===== src/rtl/mpa_pkg.sv =====
package mpa_pkg;
  typedef enum logic [2:0] {
    A_CTRL = 3'd0,
    A_HRST = 3'd1,
    A_SRST = 3'd2,
    A_PID  = 3'd4,
    A_MCHK = 3'd5
  } reg_addr_e;
endpackage


===== src/rtl/mpa_pipe_cnt.sv =====
module mpa_pipe_cnt #(
  parameter int N_PROC   = 4,
  parameter int PIPE_MAX = 2
) (
  input  logic              clk_i,
  input  logic              rst_ni,
  input  logic [N_PROC-1:0] inc_i,
  input  logic [N_PROC-1:0] dec_i,
  output logic [N_PROC-1:0] full_o
);
  localparam int CW = $clog2(PIPE_MAX + 1);

  for (genvar i = 0; i < N_PROC; i++) begin : g_cnt
    logic [CW-1:0] cnt_q;

    always_ff @(posedge clk_i or negedge rst_ni) begin
      if (!rst_ni) cnt_q <= '0;
      else if (inc_i[i] && !dec_i[i]) cnt_q <= cnt_q + CW'(1);
      else if (dec_i[i] && !inc_i[i] && cnt_q != '0) cnt_q <= cnt_q - CW'(1);
    end

    assign full_o[i] = (cnt_q >= CW'(PIPE_MAX));


    cnt_max_chk: assert property (@(posedge clk_i) disable iff (!rst_ni)
      cnt_q <= CW'(PIPE_MAX));

    no_inc_full_chk: assert property (@(posedge clk_i) disable iff (!rst_ni)
      full_o[i] |-> !inc_i[i]);
  end
endmodule


===== src/rtl/mpa_rr_arb.sv =====
module mpa_rr_arb #(
  parameter int N_PROC = 4,
  parameter int N_BASE = 2,
  localparam int IW = $clog2(N_PROC)
) (
  input  logic              clk_i,
  input  logic              rst_ni,
  input  logic [N_PROC-1:0] req_i,
  input  logic [N_PROC-1:0] full_i,
  input  logic              four_way_i,
  input  logic              done_i,
  output logic [N_PROC-1:0] gnt_o,
  output logic [N_PROC-1:0] take_o,
  output logic [IW-1:0]     owner_o
);
  logic [N_PROC-1:0] elig, gnt_q;
  logic [IW-1:0]     last_q, owner_q, pick_idx, cand;
  logic              busy_q, found;

  always_comb begin
    elig = req_i & ~full_i;
    for (int i = N_BASE; i < N_PROC; i++)
      if (!four_way_i) elig[i] = 1'b0;
  end

  // rotate search start to the pair after the last owner
  always_comb begin
    found    = 1'b0;
    pick_idx = last_q;
    cand     = last_q;
    for (int k = 1; k <= N_PROC; k++) begin
      cand = IW'((int'(last_q) + k) % N_PROC);
      if (!found && elig[cand]) begin
        found    = 1'b1;
        pick_idx = cand;
      end
    end
  end

  always_comb begin
    take_o = '0;
    if (!busy_q && found) take_o[pick_idx] = 1'b1;
  end

  always_ff @(posedge clk_i or negedge rst_ni) begin
    if (!rst_ni) begin
      gnt_q   <= '0;
      busy_q  <= 1'b0;
      last_q  <= IW'(N_PROC - 1);
      owner_q <= '0;
    end else if (!busy_q && found) begin
      gnt_q   <= take_o;
      busy_q  <= 1'b1;
      last_q  <= pick_idx;
      owner_q <= pick_idx;
    end else if (busy_q && done_i) begin
      gnt_q  <= '0;
      busy_q <= 1'b0;
    end
  end

  assign gnt_o   = gnt_q;
  assign owner_o = owner_q;


  gnt_onehot_chk: assert property (@(posedge clk_i) disable iff (!rst_ni)
    $onehot0(gnt_q));

  gnt_hold_chk: assert property (@(posedge clk_i) disable iff (!rst_ni)
    (busy_q && !done_i) |=> $stable(gnt_q));

  gap_chk: assert property (@(posedge clk_i) disable iff (!rst_ni)
    (busy_q && done_i) |=> (gnt_q == '0));

  two_way_chk: assert property (@(posedge clk_i) disable iff (!rst_ni)
    (!busy_q && !four_way_i) |=> (gnt_q[N_PROC-1:N_BASE] == '0));
endmodule


===== src/rtl/mpa_regs.sv =====
module mpa_regs
  import mpa_pkg::*;
#(
  parameter int N_PROC = 4,
  parameter int N_BASE = 2,
  parameter int DW     = 32,
  localparam int IW    = $clog2(N_PROC),
  localparam int N_EXT = N_PROC - N_BASE
) (
  input  logic              clk_i,
  input  logic              rst_ni,
  input  logic              we_i,
  input  logic [2:0]        addr_i,
  input  logic [DW-1:0]     wdata_i,
  output logic [DW-1:0]     rdata_o,
  input  logic [IW-1:0]     owner_i,
  input  logic              err_valid_i,
  input  logic [IW-1:0]     err_proc_i,
  output logic              four_way_o,
  output logic [N_EXT-1:0]  hrst_n_o,
  output logic [N_EXT-1:0]  srst_n_o,
  output logic [N_PROC-1:0] mchk_n_o
);
  logic              four_way_q;
  logic [N_EXT-1:0]  hrst_q, srst_q;
  logic [N_BASE-1:0] src_q, src_set, src_clr;
  logic              wr_ctrl, wr_hrst, wr_srst, wr_mchk, enable_rise;

  assign wr_ctrl     = we_i && (addr_i == A_CTRL);
  assign wr_hrst     = we_i && (addr_i == A_HRST);
  assign wr_srst     = we_i && (addr_i == A_SRST);
  assign wr_mchk     = we_i && (addr_i == A_MCHK);
  assign enable_rise = wr_ctrl && wdata_i[0] && !four_way_q;

  always_ff @(posedge clk_i or negedge rst_ni) begin
    if (!rst_ni) begin
      four_way_q <= 1'b0;
      hrst_q     <= '1;
      srst_q     <= '1;
    end else begin
      if (wr_ctrl) four_way_q <= wdata_i[0];
      if (enable_rise) begin
        hrst_q <= '0;
        srst_q <= '0;
      end else begin
        if (wr_hrst) hrst_q <= wdata_i[N_EXT-1:0];
        if (wr_srst) srst_q <= wdata_i[N_EXT-1:0];
      end
    end
  end

  always_comb begin
    src_set = '0;
    if (err_valid_i) src_set[int'(err_proc_i) % N_BASE] = 1'b1;
    src_clr = wr_mchk ? wdata_i[N_BASE-1:0] : '0;
  end

  // set wins over a same-edge clear
  always_ff @(posedge clk_i or negedge rst_ni) begin
    if (!rst_ni) src_q <= '0;
    else         src_q <= (src_q & ~src_clr) | src_set;
  end

  for (genvar p = 0; p < N_PROC; p++) begin : g_mchk
    assign mchk_n_o[p] = ~src_q[p % N_BASE];
  end

  assign four_way_o = four_way_q;
  assign hrst_n_o   = ~hrst_q;
  assign srst_n_o   = ~srst_q;

  always_comb begin
    rdata_o = '0;
    case (addr_i)
      A_CTRL:  rdata_o = DW'(four_way_q);
      A_HRST:  rdata_o = DW'(hrst_q);
      A_SRST:  rdata_o = DW'(srst_q);
      A_PID:   rdata_o = DW'(owner_i);
      A_MCHK:  rdata_o = DW'(src_q);
      default: rdata_o = '0;
    endcase
  end


  rst_release_chk: assert property (@(posedge clk_i) disable iff (!rst_ni)
    enable_rise |=> (hrst_n_o == '1 && srst_n_o == '1));

  no_reassert_chk: assert property (@(posedge clk_i) disable iff (!rst_ni)
    (!wr_hrst && !wr_srst) |=> ($past(hrst_n_o) & ~hrst_n_o) == '0);

  mck_sticky_chk: assert property (@(posedge clk_i) disable iff (!rst_ni)
    (src_q[0] && !(wr_mchk && wdata_i[0])) |=> src_q[0]);

  mck_pair_chk: assert property (@(posedge clk_i) disable iff (!rst_ni)
    mchk_n_o[N_BASE-1:0] == mchk_n_o[N_PROC-1:N_BASE]);
endmodule


===== src/rtl/mp_bus_arbiter.sv =====
module mp_bus_arbiter #(
  parameter int N_PROC   = 4,
  parameter int N_BASE   = 2,
  parameter int PIPE_MAX = 2,
  parameter int DW       = 32,
  localparam int IW      = $clog2(N_PROC),
  localparam int N_EXT   = N_PROC - N_BASE
) (
  input  logic              clk_i,
  input  logic              rst_ni,
  input  logic [N_PROC-1:0] req_i,
  output logic [N_PROC-1:0] gnt_o,
  input  logic              done_i,
  input  logic [N_PROC-1:0] xact_cmpl_i,
  input  logic              reg_we_i,
  input  logic [2:0]        reg_addr_i,
  input  logic [DW-1:0]     reg_wdata_i,
  output logic [DW-1:0]     reg_rdata_o,
  input  logic              err_valid_i,
  input  logic [IW-1:0]     err_proc_i,
  output logic [N_EXT-1:0]  hrst_n_o,
  output logic [N_EXT-1:0]  srst_n_o,
  output logic [N_PROC-1:0] mchk_n_o
);
  logic [N_PROC-1:0] full, take;
  logic [IW-1:0]     owner;
  logic              four_way;

  mpa_rr_arb #(.N_PROC(N_PROC), .N_BASE(N_BASE)) u_arb (
    .clk_i, .rst_ni, .req_i, .full_i(full), .four_way_i(four_way),
    .done_i, .gnt_o, .take_o(take), .owner_o(owner)
  );

  mpa_pipe_cnt #(.N_PROC(N_PROC), .PIPE_MAX(PIPE_MAX)) u_cnt (
    .clk_i, .rst_ni, .inc_i(take), .dec_i(xact_cmpl_i), .full_o(full)
  );

  mpa_regs #(.N_PROC(N_PROC), .N_BASE(N_BASE), .DW(DW)) u_regs (
    .clk_i, .rst_ni, .we_i(reg_we_i), .addr_i(reg_addr_i),
    .wdata_i(reg_wdata_i), .rdata_o(reg_rdata_o), .owner_i(owner),
    .err_valid_i, .err_proc_i, .four_way_o(four_way),
    .hrst_n_o, .srst_n_o, .mchk_n_o
  );
endmodule


===== config.mk =====
export PLATFORM = sky130hd
export DESIGN_NAME = mp_bus_arbiter
export DESIGN_NICKNAME = d
export VERILOG_FILES = /design/src/rtl/mpa_pkg.sv /design/src/rtl/mpa_pipe_cnt.sv /design/src/rtl/mpa_rr_arb.sv /design/src/rtl/mpa_regs.sv /design/src/rtl/mp_bus_arbiter.sv
export SDC_FILE = /design/constraint.sdc
export NUM_CORES = 1
export LEC_CHECK = 0
export ABC_AREA = 1
export BUFFER_PORTS_ARGS = -buffer_cell sky130_fd_sc_hd__buf_2
export CELL_PAD_IN_SITES_DETAIL_PLACEMENT = 1
export CELL_PAD_IN_SITES_GLOBAL_PLACEMENT = 1
export CORE_MARGIN = 2
export CORE_UTILIZATION = 33
export DETAILED_ROUTE_END_ITERATION = 8
export PLACE_DENSITY_LB_ADDON = 0.3
export SYNTH_ARGS = -nofsm -noshare
export SYNTH_HDL_FRONTEND = slang
export SYNTH_SLANG_ARGS = --single-unit
export TNS_END_PERCENT = 10

===== constraint.sdc =====
create_clock -name clk_i -period 6 [get_ports clk_i]
set_clock_uncertainty 0.1 [all_clocks]
set_input_delay 0.6 -clock clk_i [delete_from_list [all_inputs] [get_ports clk_i]]
set_output_delay 0.6 -clock clk_i [all_outputs]
set_load 0.02 [all_outputs]

==> implementation parameters, run 1 <==
Parameter                              Value

Status
  Outcome ... completed

Clock network
  Hold-fix buffers, CTS ... 0
  Number of instances resized during post-cts repair ... 0
  H-tree level count ... 1
  Clock insertion delay at the later pin of the skew report ... 260 ps
  Number of sinks handled by clock tree synthesis ... 24
  CTS tree ... built
  Number of buffers inserted by post-CTS setup repair ... 0
  Clk slew on worst S/H paths ... 90 ps
  Number of buffers created by CTS ... 3
  Clk buf depth ... 2
  Buffer type at the clock tree root ... clkbuf_8

Critical path
  Depth of the worst register-to-register path ... 15
  Worst endpoint data arrival time ... 1620 ps
  Critical register-to-register path startpoint ... u_arb.last_q[0]$_DFFE_PN1P_
  Cell type with the highest occurrence count on the critical path ... buf_2
  Highest-delay cell along the critical path ... nor3_1
  Max stage delay on crit path ... 410 ps
  Startpoint kind of the worst setup timing path ... primary input
  Reg2Reg Setup Slack ... 3740 ps
  Cell-by-cell trace of the critical path ... buf_2, inv_1, nor3_1, a221oi_1, o21ai_0, buf_2
  CP required ... 5300 ps
  CP Class ... in -> out
  Capture point of the worst reg-to-reg path ... u_cnt.g_cnt[2].cnt_q[0]$_DFFE_PN0P_
  Maximum fanout encountered on the critical timing path ... 4
  Origin of the worst setup path ... reg_addr_i[0]
  Capturing element type of the critical path ... primary output

Power
  Static power due to leakage ... 1.078 nW
  Total power per unit cell area ... 486.8 nW/um^2
  Worst-case vdd ir drop ... 0.0001349 V

Routing
  Vias/cell ... 4.523
  Post-detailed-route DRC marker count ... 0
  DR vias ... 1,574
  Number of DRC violations after detailed-routing iteration 0 ... 56
  Detailed Route WL ... 3945 um
  Number of nets with antenna violations after detailed routing ... 0
  Count of TritonRoute iterations in the first routing pass ... 4
  Drt wl/cell ... 11.34 um

Floorplanning
  Vertical die dimension ... 77.66 um
  Initial core utilization ... 34.62%
  Horiz. Die Dim ... 77.66 um
  Die ar. ... 6031 sq um
  Rows ... 26
  Core region area ... 5172 sq um
  Number of top-level pins ... 94

Timing
  Maximum frequency from static timing analysis ... 0.4316 GHz
  Final setup TNS ... 0 ps
  Share of the clock period used by the worst path after layout ... 38.62%
  Total count of max-transition violations in the final report ... 0
  Minimum hold slack ... 217.2 ps
  Worst slew margin ... 62.13%
  Final setup violation count ... 0
  Unrepaired setup endpoints after global routing ... no
  Final critical path time including I/O delays and setup ... 2317 ps
  Slew @ Worst Pin ... 568.0 ps
  Final hold violation count ... 0

Global route
  Wire length of the first global-routing pass ... 6658 um
  Met2 demand-to-capacity share in global routing ... 23.28%
  Global route overflow ... 0
  GRT met1 Usage ... 17.53%
  Antenna violations before repair ... 0
  Number of global-route vias before repair ... 1,493
  Global routing's busiest layer ... met2
  Maximum number of pins on one net before global-route repair ... 25
  Total Routing Usage GR ... 13.40%
  Global routing met3 resource utilization ... 1.163%

Logic synthesis
  Yosys warning count ... 0
  Average size of a mapped cell ... 7.249 sq um
  Unique cell type count in the Yosys netlist ... 25
  Register bit total from synthesis ... 24
  Number of instances in the synthesized netlist ... 247
  Post-Synthesis Cell Area ... 1790 sq um
  Fraction of the yosys area taken by sequential cells ... 33.96%

Place
  Routability congestion estimate from global placement ... 0.7539
  Cell Count Post-Placement ... 344
  Port-buffer cells ... 32
  Final HPWL from detailed placement ... 3248 um

Run
  Max-capacitance violation count ... 0

Min path
  Worst min-delay path category ... in -> async

Cells and area
  Finished Layout Cells ... 348
  Most common cell after layout, fill and taps aside ... nand2_1
  Top library cells by usage in the layout, fill and taps aside ... nand2_1, nand3_1, inv_1, buf_2, conb_1
  Final net count ... 329
  Core Util, Final ... 37.57%
  Fraction of final layout cells sized beyond drive strength 1 ... 24.46%
  Antenna diodes ... 0
  Layout Area Growth over Synthesis ... 8.525%
cells by family (layout without fill, tap and decap cells):
family                 Yosys count  after routing  share of synthesized area, %
AND/OR/NAND/NOR                132            132                         36.69
buffers and inverters           69             71                         22.50
flip-flops                      24             24                         33.96
AO/OA/AOI/OAI                   21             21                         6.638
other                            1             30                        0.2094
worst max-delay path by stage:
| stage | to | depth (start not counted) |
|---|---|---|
| final | reg_rdata_o[0] | 6 |
| after global routing | u_cnt.g_cnt[2].cnt_q[0]$_DFFE_PN0P_ | 15 |
| after CTS | reg_rdata_o[0] | 6 |
| after detailed placement | u_cnt.g_cnt[2].cnt_q[0]$_DFFE_PN0P_ | 14 |
| after global placement | u_cnt.g_cnt[2].cnt_q[0]$_DFFE_PN0P_ | 14 |
| after floorplan | reg_rdata_o[0] | 4 |
cells in the mapped netlist, drive strengths merged:
cell type / number / share of area (%)
nand4: 8 / 2.8
clkinv: 1 / 0.91
nand2: 64 / 16
dfrtp: 18 / 25
o31ai: 1 / 0.42
a22o: 1 / 0.49
buf: 34 / 14
a21oi: 1 / 0.28
nand3: 38 / 12
conb: 1 / 0.21
nor3: 3 / 0.84
inv: 34 / 7.1
dfstp: 6 / 8.8
o21ai: 16 / 4.5
a221oi: 1 / 0.49
nor2: 19 / 5.4
o2111ai: 1 / 0.49
power breakdown:
group / switching [mW] / internal (mW)
Combinational: 0.385 / 0.172
Clock: 0.0525 / 0.0586
Sequential: 0.0494 / 0.228
sequential cells by signal, indices dropped and copies added (netlist names):
register,count
u_regs.srst_q,2
u_arb.busy_q,1
u_arb.gnt_o,4
u_arb.owner_o,2
u_regs.src_q,2
u_arb.last_q,2
u_regs.four_way_o,1
u_regs.hrst_q,2
u_cnt.g_cnt.cnt_q,8
metrics by stage:
step / power [mW] / instance area [sq um] / setup WS (ps)
3_3_place_gp: 0.8320 / 1888 / 3692
4_1_cts: 0.9620 / 1943 / 3680
2_1_floorplan: 0.7384 / 1899 / 3995
6_report: 0.9459 / 1943 / 3683
3_5_place_dp: 0.8459 / 1888 / 3677
5_1_grt: 1.048 / 1943 / 3471
per-layer routing:
metal	wire, um	up-vias
li1	-	794
met1	1880	738
met2	1852	38
met3	162	4
met4	50	0
met5	0	-
worst max-delay path, delay by kind of cell:
family	cells	cell delay (ps)
buffers and inverters	3	360
AOI/OAI and AO/OA	2	250
and+or+nand+nor	1	410
area by class of cell:
| type | instances | area (sq um) |
|---|---|---|
| clock buffer | 4 | 55.05 |
| fill | 692 | 3229 |
| inverter | 35 | 143.9 |
| multi-input combinational | 183 | 888.4 |
| sequential | 24 | 608.1 |
| tap | 70 | 87.58 |
| timing repair buffer | 32 | 160.2 |
Note: power is estimated with default switching activity, not from simulation.
==> run 2, diff against run 1 <==
--- a/config.mk
+++ b/config.mk
@@ -10,7 +10,7 @@
 export CELL_PAD_IN_SITES_DETAIL_PLACEMENT = 1
 export CELL_PAD_IN_SITES_GLOBAL_PLACEMENT = 1
 export CORE_MARGIN = 2
-export CORE_UTILIZATION = 33
+export CORE_UTILIZATION = 31
 export DETAILED_ROUTE_END_ITERATION = 8
 export PLACE_DENSITY_LB_ADDON = 0.3
 export SYNTH_ARGS = -nofsm -noshare
==> constraint.sdc (replaced) <==
create_clock -name clk_i -period 2.25 [get_ports clk_i]
set_clock_uncertainty 0.1 [all_clocks]
set_input_delay 0.225 -clock clk_i [delete_from_list [all_inputs] [get_ports clk_i]]
set_output_delay 0.225 -clock clk_i [all_outputs]
set_load 0.02 [all_outputs]
==> run 2 against run 1 <==
  * Via count grew 5.5%
  * Worst setup slack worse by 3600 ps
  * Utilization increased by 2.8 points
  * Wire length increased by 13%
  * Sequential share of layout area fell by 4.1 points
  * Sequential power rose to 2.6 times the previous value
  * Clock power rose to 3.4 times the previous value
  * Count of clock-buffer cells in the layout down 1
  * Combinational power grew to 3.8 times the previous value
  * Die area rose by 6.1%
  * First-iteration DRC count is 7.1% higher
  * Sequential cell count unchanged
  * Largest power group unchanged
  * Highest routed layer unchanged
==> implementation parameters, run 2 (synthesis results as in run 1) <==
Parameter                              Value

Status
  Outcome ... completed (unchanged)

Routing
  Count of TritonRoute iterations in the first routing pass ... 4 (unchanged)
  Post-detailed-route DRC marker count ... 0 (unchanged)
  DR vias ... 1,660 (was 1,574)
  Detailed Route WL ... 4467 um (was 3945 um)
  Vias/cell ... 4.560 (was 4.523)
  Number of nets with antenna violations after detailed routing ... 0 (unchanged)
  Drt wl/cell ... 12.27 um (was 11.34 um)
  Number of DRC violations after detailed-routing iteration 0 ... 60 (was 56)

Critical path
  Maximum fanout encountered on the critical timing path ... 9 (was 4)
  Worst endpoint data arrival time ... 2220 ps (was 1620 ps)
  Startpoint kind of the worst setup timing path ... flop (was primary input)
  CP required ... 2320 ps (was 5300 ps)
  Cell-by-cell trace of the critical path ... buf_12, clkinv_8, nand2_2, nand2_4, nand3_1, nand3_1, nand2_2, nand2_2, nand2_4, inv_2, nor2_4, nand2_2, nand2_2, nand3_1, nand2_1, inv_1 (was buf_2, inv_1, nor3_1, a221oi_1, o21ai_0, buf_2)
  Highest-delay cell along the critical path ... dfstp_2 (was nor3_1)
  Cell type with the highest occurrence count on the critical path ... nand2_2 (was buf_2)
  Max stage delay on crit path ... 570 ps (was 410 ps)
  Capturing element type of the critical path ... flop (was primary output)
  CP Class ... reg -> reg (was in -> out)

Timing
  Share of the clock period used by the worst path after layout ... 95.74%
  Final critical path time including I/O delays and setup ... 2154 ps
  Slew @ Worst Pin ... 564.6 ps (was 568.0 ps)
  Maximum frequency from static timing analysis ... 0.4642 GHz
  Worst slew margin ... 62.36% (was 62.13%)
  Total count of max-transition violations in the final report ... 0 (unchanged)
  Unrepaired setup endpoints after global routing ... yes (was no)
  Setup ws final ... 95.86 ps (was 3683 ps)
  Final setup violation count ... 0 (unchanged)
  Final hold violation count ... 0 (unchanged)
  Final setup TNS ... 0 ps (unchanged)

Power
  Static power due to leakage ... 1.207 nW (was 1.078 nW)
  Total power per unit cell area ... 1446 nW/um^2 (was 486.8 nW/um^2)
  Relative contribution of the clock network to total power ... 11.7% (about the same)
  Int Power ... 1.639 mW (was 458.7 uW)
  Part of the power in combinational logic ... 66.3% (was 59.0%)
  Net load switching power ... 1.597 mW (was 487.2 uW)
  Worst-case vdd ir drop ... 0.0004603 V (was 0.0001349 V)
  Sw Share ... 49.35% (was 51.51%)
  Sequential group share of total power ... 22.0% (was 29.3%)

Cells and area
  Layout Area Growth over Synthesis ... 25.02% (was 8.525%)
  Most common cell after layout, fill and taps aside ... nand2_1 (unchanged)
  Antenna diodes ... 0 (unchanged)
  Core Util, Final ... 40.40% (was 37.57%)
  Max reg flops ... 8 (unchanged)
  Top library cells by usage in the layout, fill and taps aside ... nand2_1, inv_1, buf_2 (was nand2_1, nand3_1, inv_1, buf_2, conb_1)
  Top reg by flops ... u_cnt.g_cnt.cnt_q (unchanged)
  Fraction of final layout cells sized beyond drive strength 1 ... 36.30% (was 24.46%)
  Final net count ... 343 (was 329)
  Layout Cell Area excl Fill ... 2238 sq um (was 1943 sq um)

Clock network
  Clock insertion delay at the later pin of the skew report ... 270 ps (was 260 ps)
  CTS tree ... built (unchanged)
  Clk buf depth ... 2 (unchanged)
  H-tree level count ... 1 (unchanged)
  Clk slew on worst S/H paths ... 90 ps (about the same)
  Number of buffers created by CTS ... 3 (unchanged)
  Buffer type at the clock tree root ... clkbuf_8 (unchanged)
  Number of sinks handled by clock tree synthesis ... 24 (unchanged)

Floorplanning
  Horiz. Die Dim ... 80 um (was 77.66 um)
  Vertical die dimension ... 80 um (was 77.66 um)
  Number of top-level pins ... 94 (unchanged)
  Initial core utilization ... 32.32% (was 34.62%)
  Die ar. ... 6400 sq um (was 6031 sq um)
  Core region area ... 5540 sq um (was 5172 sq um)
  Rows ... 27 (was 26)

Min path
  Worst min-delay path category ... in -> reg (was in -> async)

Place
  Routability congestion estimate from global placement ... 0.8628 (was 0.7539)
  Port-buffer cells ... 32 (unchanged)
  Pre-CTS worst setup slack ... -50.04 ps (was 3677 ps)
  Final HPWL from detailed placement ... 3293 um (was 3248 um)
  Standard cell area after detailed placement ... 1913 sq um (was 1888 sq um)

Global route
  Global route overflow ... 0 (unchanged)
  Number of global-route vias before repair ... 1,608 (was 1,493)
  Total Routing Usage GR ... 13.65% (was 13.40%)
  Maximum number of pins on one net before global-route repair ... 25 (unchanged)
  Antenna violations before repair ... 0 (unchanged)
  Wire length of the first global-routing pass ... 7065 um (was 6658 um)

Run
  Max-capacitance violation count ... 0 (unchanged)
==> run 2: power groups by stage <==
stage	Combinational (mW)	Clock, mW	Sequential (mW)
after floorplan	1.26	0	0.706
after detailed placement	1.59	0	0.750
after CTS	1.69	0.396	0.714
after global routing	2.39	0.409	0.733
after global placement	1.56	0	0.743
final	2.14	0.380	0.712
==> run 2: path summary, 6_finish.rpt <==
kind	slack (ps)	from	to	cells past startpoint
min in group asynchronous	390	rst_ni	u_cnt.g_cnt[2].cnt_q[1]$_DFFE_PN0P_	2
min reg2reg	380	u_regs.hrst_q[1]$_DFFE_PN1P_	u_regs.hrst_q[1]$_DFFE_PN1P_	2
max	100	u_arb.last_q[0]$_DFFE_PN1P_	u_cnt.g_cnt[1].cnt_q[0]$_DFFE_PN0P_	16
max reg2reg	100	u_arb.last_q[0]$_DFFE_PN1P_	u_cnt.g_cnt[1].cnt_q[0]$_DFFE_PN0P_	16
min	40	err_proc_i[0]	u_regs.src_q[0]$_DFF_PN0_	2
max in group asynchronous	1260	rst_ni	u_regs.four_way_o$_DFFE_PN0P_	2
==> run 2: worst max-delay path: cells and delay by family, from the launching register on <==
| kind | cells | cell delay [ps] |
|---|---|---|
| simple gates | 12 | 1090 |
| flops | 1 | 570 |
| buf+inv | 4 | 290 |
==> run 2: cell type report <==
cell class,instances,area [sq um]
multi-input cells,183,1044
clock buffers,3,41.29
well taps,72,90.09
repair buffers,46,280.3
fillers,721,3302
inverters,35,143.9
flip-flops and latches,24,609.3
clock inverters,1,30.03
==> run 2: routing by layer <==
| metal | global-route usage, % | vias to the layer above | wire, um |
|---|---|---|---|
| met2 | 22.50 | 37 | 2201 |
| met1 | 18.82 | 799 | 2072 |
| met4 | 4.576 | 0 | 40 |
| met3 | 1.018 | 2 | 152 |
| met5 | 0 | - | 0 |
| li1 | - | 822 | - |
==> run 2: what timing repair did <==
action                                  4_1_cts  5_1_grt
hold buffers                                  1        0
pin swaps                                     0       17
gates resized for setup                       2       37
setup buffers                                 2        8
hold endpoints to repair                     18        0
endpoints found under the setup margin        5        6
==> run 2: stage by stage <==
step | power, mW | hold WS, ps | std cells
after floorplan | 1.969 | -170.6 | 276
after global placement | 2.301 | 162.6 | 349
after detailed placement | 2.335 | 161.1 | 349
after CTS | 2.802 | 33.23 | 356
after global routing | 3.533 | 53.64 | 364
final | 3.236 | 40.32 | 364
==> run 3, diff against run 2 <==
--- a/config.mk
+++ b/config.mk
@@ -5,14 +5,14 @@
 export SDC_FILE = /design/constraint.sdc
 export NUM_CORES = 1
 export LEC_CHECK = 0
-export ABC_AREA = 1
 export BUFFER_PORTS_ARGS = -buffer_cell sky130_fd_sc_hd__buf_2
 export CELL_PAD_IN_SITES_DETAIL_PLACEMENT = 1
 export CELL_PAD_IN_SITES_GLOBAL_PLACEMENT = 1
 export CORE_MARGIN = 2
-export CORE_UTILIZATION = 31
+export CORE_UTILIZATION = 32
 export DETAILED_ROUTE_END_ITERATION = 8
 export PLACE_DENSITY_LB_ADDON = 0.3
+export SETUP_SLACK_MARGIN = 0.1
 export SYNTH_ARGS = -nofsm -noshare
 export SYNTH_HDL_FRONTEND = slang
 export SYNTH_SLANG_ARGS = --single-unit
==> run 3 against run 2 <==
  * Global-route usage is 0.071 points higher
  * Critical path depth is 11 lower
  * Utilization is 3.6 points lower
  * Die area is 5.1% lower
  * Worst setup slack better by 59 ps
  * Hold slack hardly changed
  * Via count is 15% lower
  * First-iteration DRC count is 6.7% lower
  * Highest routed layer unchanged
  * Sequential cell count stayed put
  * Cell area is 14% lower
  * Critical path type unchanged
==> implementation parameters, run 3 <==
Parameter                              Value

Status
  Outcome ... completed (unchanged)

Global route
  Maximum number of pins on one net before global-route repair ... 25 (unchanged)
  Number of global-route vias before repair ... 1,347 (was 1,608)
  Total Routing Usage GR ... 13.72% (was 13.65%)
  Wire length of the first global-routing pass ... 6630 um (was 7065 um)
  Antenna violations before repair ... 0 (unchanged)
  Global route overflow ... 0 (unchanged)

Timing
  Worst slew margin ... 59.26% (was 62.36%)
  Setup ws final ... 154.6 ps (was 95.86 ps)
  Final setup violation count ... 0 (unchanged)
  Share of the clock period used by the worst path after layout ... 93.13% (was 95.74%)
  Unrepaired setup endpoints after global routing ... yes (unchanged)
  Maximum frequency from static timing analysis ... 0.4772 GHz (was 0.4642 GHz)
  Final setup TNS ... 0 ps (unchanged)
  Total count of max-transition violations in the final report ... 0 (unchanged)
  Slew @ Worst Pin ... 602.8 ps (was 564.6 ps)
  Final hold violation count ... 0 (unchanged)
  Final critical path time including I/O delays and setup ... 2095 ps (was 2154 ps)

Critical path
  Maximum fanout encountered on the critical timing path ... 9 (unchanged)
  Max stage delay on crit path ... 620 ps (was 570 ps)
  Depth of the worst register-to-register path ... 5 (was 16)
  Capturing element type of the critical path ... flop (unchanged)
  Critical register-to-register path startpoint ... u_arb.last_q[0]$_DFFE_PN1P_ (unchanged)
  CP delay by family, top ... simple AND/OR/NAND/NOR gates (unchanged)
  Highest-delay cell along the critical path ... dfstp_2 (unchanged)
  Reg2Reg Setup Slack ... 150 ps (was 100 ps)
  Startpoint kind of the worst setup timing path ... flop (unchanged)
  Cell-by-cell trace of the critical path ... nor4bb_1, a31oi_1, a32o_2, or4_1, nand3_1 (was buf_12, clkinv_8, nand2_2, nand2_4, nand3_1, nand3_1, nand2_2, nand2_2, nand2_4, inv_2, nor2_4, nand2_2, nand2_2, nand3_1, nand2_1, inv_1)
  Worst endpoint data arrival time ... 2200 ps (was 2220 ps)
  CP required ... 2360 ps (was 2320 ps)
  Worst path buffer plus inverter count ... 0 (was 4)
  Path length in cells of the critical path ... 5 (was 16)
  Origin of the worst setup path ... u_arb.last_q[0]$_DFFE_PN1P_ (unchanged)
  CP Class ... reg -> reg (unchanged)

Clock network
  Buffer type at the clock tree root ... clkbuf_8 (unchanged)
  Clk slew on worst S/H paths ... 90 ps (about the same)
  Clk buf depth ... 2 (unchanged)
  Number of buffers inserted by post-CTS setup repair ... 0 (was 2)
  H-tree level count ... 1 (unchanged)
  Number of buffers created by CTS ... 3 (unchanged)
  Clock insertion delay at the later pin of the skew report ... 270 ps (about the same)
  Number of sinks handled by clock tree synthesis ... 24 (unchanged)
  CTS tree ... built (unchanged)

Routing
  Post-detailed-route DRC marker count ... 0 (unchanged)
  Drt wl/cell ... 13.36 um (was 12.27 um)
  Number of DRC violations after detailed-routing iteration 0 ... 56 (was 60)
  DR vias ... 1,416 (was 1,660)
  Count of TritonRoute iterations in the first routing pass ... 4 (unchanged)
  Detailed Route WL ... 3928 um (was 4467 um)
  Vias/cell ... 4.816 (was 4.560)
  Number of nets with antenna violations after detailed routing ... 0 (unchanged)

Floorplanning
  Number of top-level pins ... 94 (unchanged)
  Core region area ... 5205 sq um (was 5540 sq um)
  Horiz. Die Dim ... 77.94 um (was 80 um)
  Initial core utilization ... 33.61% (was 32.32%)
  Rows ... 26 (was 27)
  Die ar. ... 6074 sq um (was 6400 sq um)
  Vertical die dimension ... 77.94 um (was 80 um)

Cells and area
  Filler cells ... 668 (was 721)
  Top library cells by usage in the layout, fill and taps aside ... buf_2, conb_1, nor2_1, dfrtp_1 (was nand2_1, inv_1, buf_2)
  Top reg by flops ... u_cnt.g_cnt.cnt_q (unchanged)
  Layout Area Growth over Synthesis ... 9.657% (was 25.02%)
  Area used by sequential logic in the layout ... 608.1 sq um (was 609.3 sq um)
  Most common cell after layout, fill and taps aside ... buf_2 (was nand2_1)
  Finished Layout Cells ... 294 (was 364)
  Final net count ... 275 (was 343)
  Max reg flops ... 8 (unchanged)
  Fraction of final layout cells sized beyond drive strength 1 ... 24.55% (was 36.30%)
  Area occupied by multi-input gates ... 952.2 sq um (was 1044 sq um)
  Antenna diodes ... 0 (unchanged)

Power
  Int Power ... 1.014 mW (was 1.639 mW)
  Part of the power in combinational logic ... 41.9% (was 66.3%)
  Sw Share ... 40.76% (was 49.35%)
  Relative contribution of the clock network to total power ... 17.6% (was 11.7%)
  Total power per unit cell area ... 892.5 nW/um^2 (was 1446 nW/um^2)
  Static power due to leakage ... 0.9423 nW (was 1.207 nW)
  Sequential group share of total power ... 40.5% (was 22.0%)
  Overall power after layout ... 1.712 mW (was 3.236 mW)
  Net load switching power ... 697.7 uW (was 1.597 mW)
  Worst-case vdd ir drop ... 0.0002857 V (was 0.0004603 V)

Logic synthesis
  Synth cell count leaders ... buf_4, dfrtp_1, nor2_1, inv_1, nand2_1 (was nand2_1, buf_4, nand3_1, inv_1, dfrtp_1)
  Most repeated cell in the gate-level netlist after synthesis ... buf_4 (was nand2_1)
  Fraction of the yosys area taken by sequential cells ... 34.76% (was 33.96%)
  FFs w/ async S/R, synth ... 100.0% (unchanged)
  Post-Synthesis Cell Area ... 1749 sq um (was 1790 sq um)
  Number of instances in the synthesized netlist ... 194 (was 247)
  Unique cell type count in the Yosys netlist ... 57 (was 25)
  Number of enable-type register cells in the synthesized netlist ... 0 (unchanged)
  Register bit total from synthesis ... 24 (unchanged)
  Leading area contributor after synthesis ... dfrtp_1 (unchanged)
  Area fraction of the dominant cell type after synthesis ... 25.75% (was 25.16%)
  Average size of a mapped cell ... 9.016 sq um (was 7.249 sq um)
  Top post-synthesis cells by area ... dfrtp_1, buf_4, dfstp_2 (was dfrtp_1, buf_4, nand2_1)
  Yosys warning count ... 0 (unchanged)
  Top FF cell, synth ... dfrtp_1 (unchanged)

Min path
  Worst min-delay path category ... in -> reg (unchanged)
  Hold Crit Depth ... 2 (unchanged)
  Hold path startpoint ... done_i (was err_proc_i[0])

Place
  Routability congestion estimate from global placement ... 0.8111 (was 0.8628)
  Port-buffer cells ... 32 (unchanged)
  Pre-CTS worst setup slack ... 187.8 ps (was -50.04 ps)
  Final HPWL from detailed placement ... 3066 um (was 3293 um)
  Cell Count Post-Placement ... 289 (was 349)

Run
  Max-capacitance violation count ... 0 (unchanged)
[run 3: kinds of logic after synthesis]
group,Yosys count,share of synthesized area [%]
simple gates,68,22.68
compound gates,50,22.25
buf+inv,47,17.74
flops,24,34.76
mux,4,2.361
other cells,1,0.2144
[run 3: through the flow]
stage | utilization [%] | hold WS (ps) | instance area [sq um]
3_5_place_dp | 35.36 | 150.0 | 1841
3_3_place_gp | 35.36 | 149.0 | 1841
6_report | 36.85 | 40.11 | 1918
2_1_floorplan | - | -170.6 | 1858
4_1_cts | 36.61 | 36.67 | 1906
5_1_grt | 36.85 | 40.33 | 1918
[run 3: power groups by stage]
stage	registers, mW	logic [mW]	clock network [mW]
global placement	0.699	0.684	0
floorplan	0.667	0.581	0
global route	0.715	0.797	0.328
CTS	0.694	0.701	0.312
finish	0.694	0.717	0.301
detailed placement	0.702	0.698	0
[run 3: repair_timing]
| action | 4_1_cts | 5_1_grt |
|---|---|---|
| hold endpoints to repair | 18 | 0 |
| gates resized for setup | 0 | 2 |
| setup endpoints to repair | 0 | 6 |
| hold buffers | 1 | 0 |
[run 3: worst paths after layout]
kind / to
min reg2reg: u_arb.gnt_o[0]$_DFFE_PN0P_
max in group asynchronous: u_arb.last_q[1]$_DFFE_PN1P_
max reg2reg: u_cnt.g_cnt[0].cnt_q[0]$_DFFE_PN0P_
max: u_cnt.g_cnt[0].cnt_q[0]$_DFFE_PN0P_
min in group asynchronous: u_cnt.g_cnt[0].cnt_q[0]$_DFFE_PN0P_
min: u_arb.busy_q$_DFFE_PN0P_
[run 3: routing by layer]
layer,GRT usage (%),routed length [um],vias to the layer above
met2,22.59,1833,33
li1,-,-,692
met5,0,0,-
met1,18.02,1885,687
met3,1.628,147,4
met4,6.140,62,0
[run 3: area by class of cell]
type / instances / area share, %
Multi-Input combinational cell: 152 / 49.64
Sequential cell: 24 / 31.70
Timing Repair Buffer: 34 / 9.263
Tap cell: 70 / 4.566
Clock buffer: 4 / 2.870
Inverter: 10 / 1.957
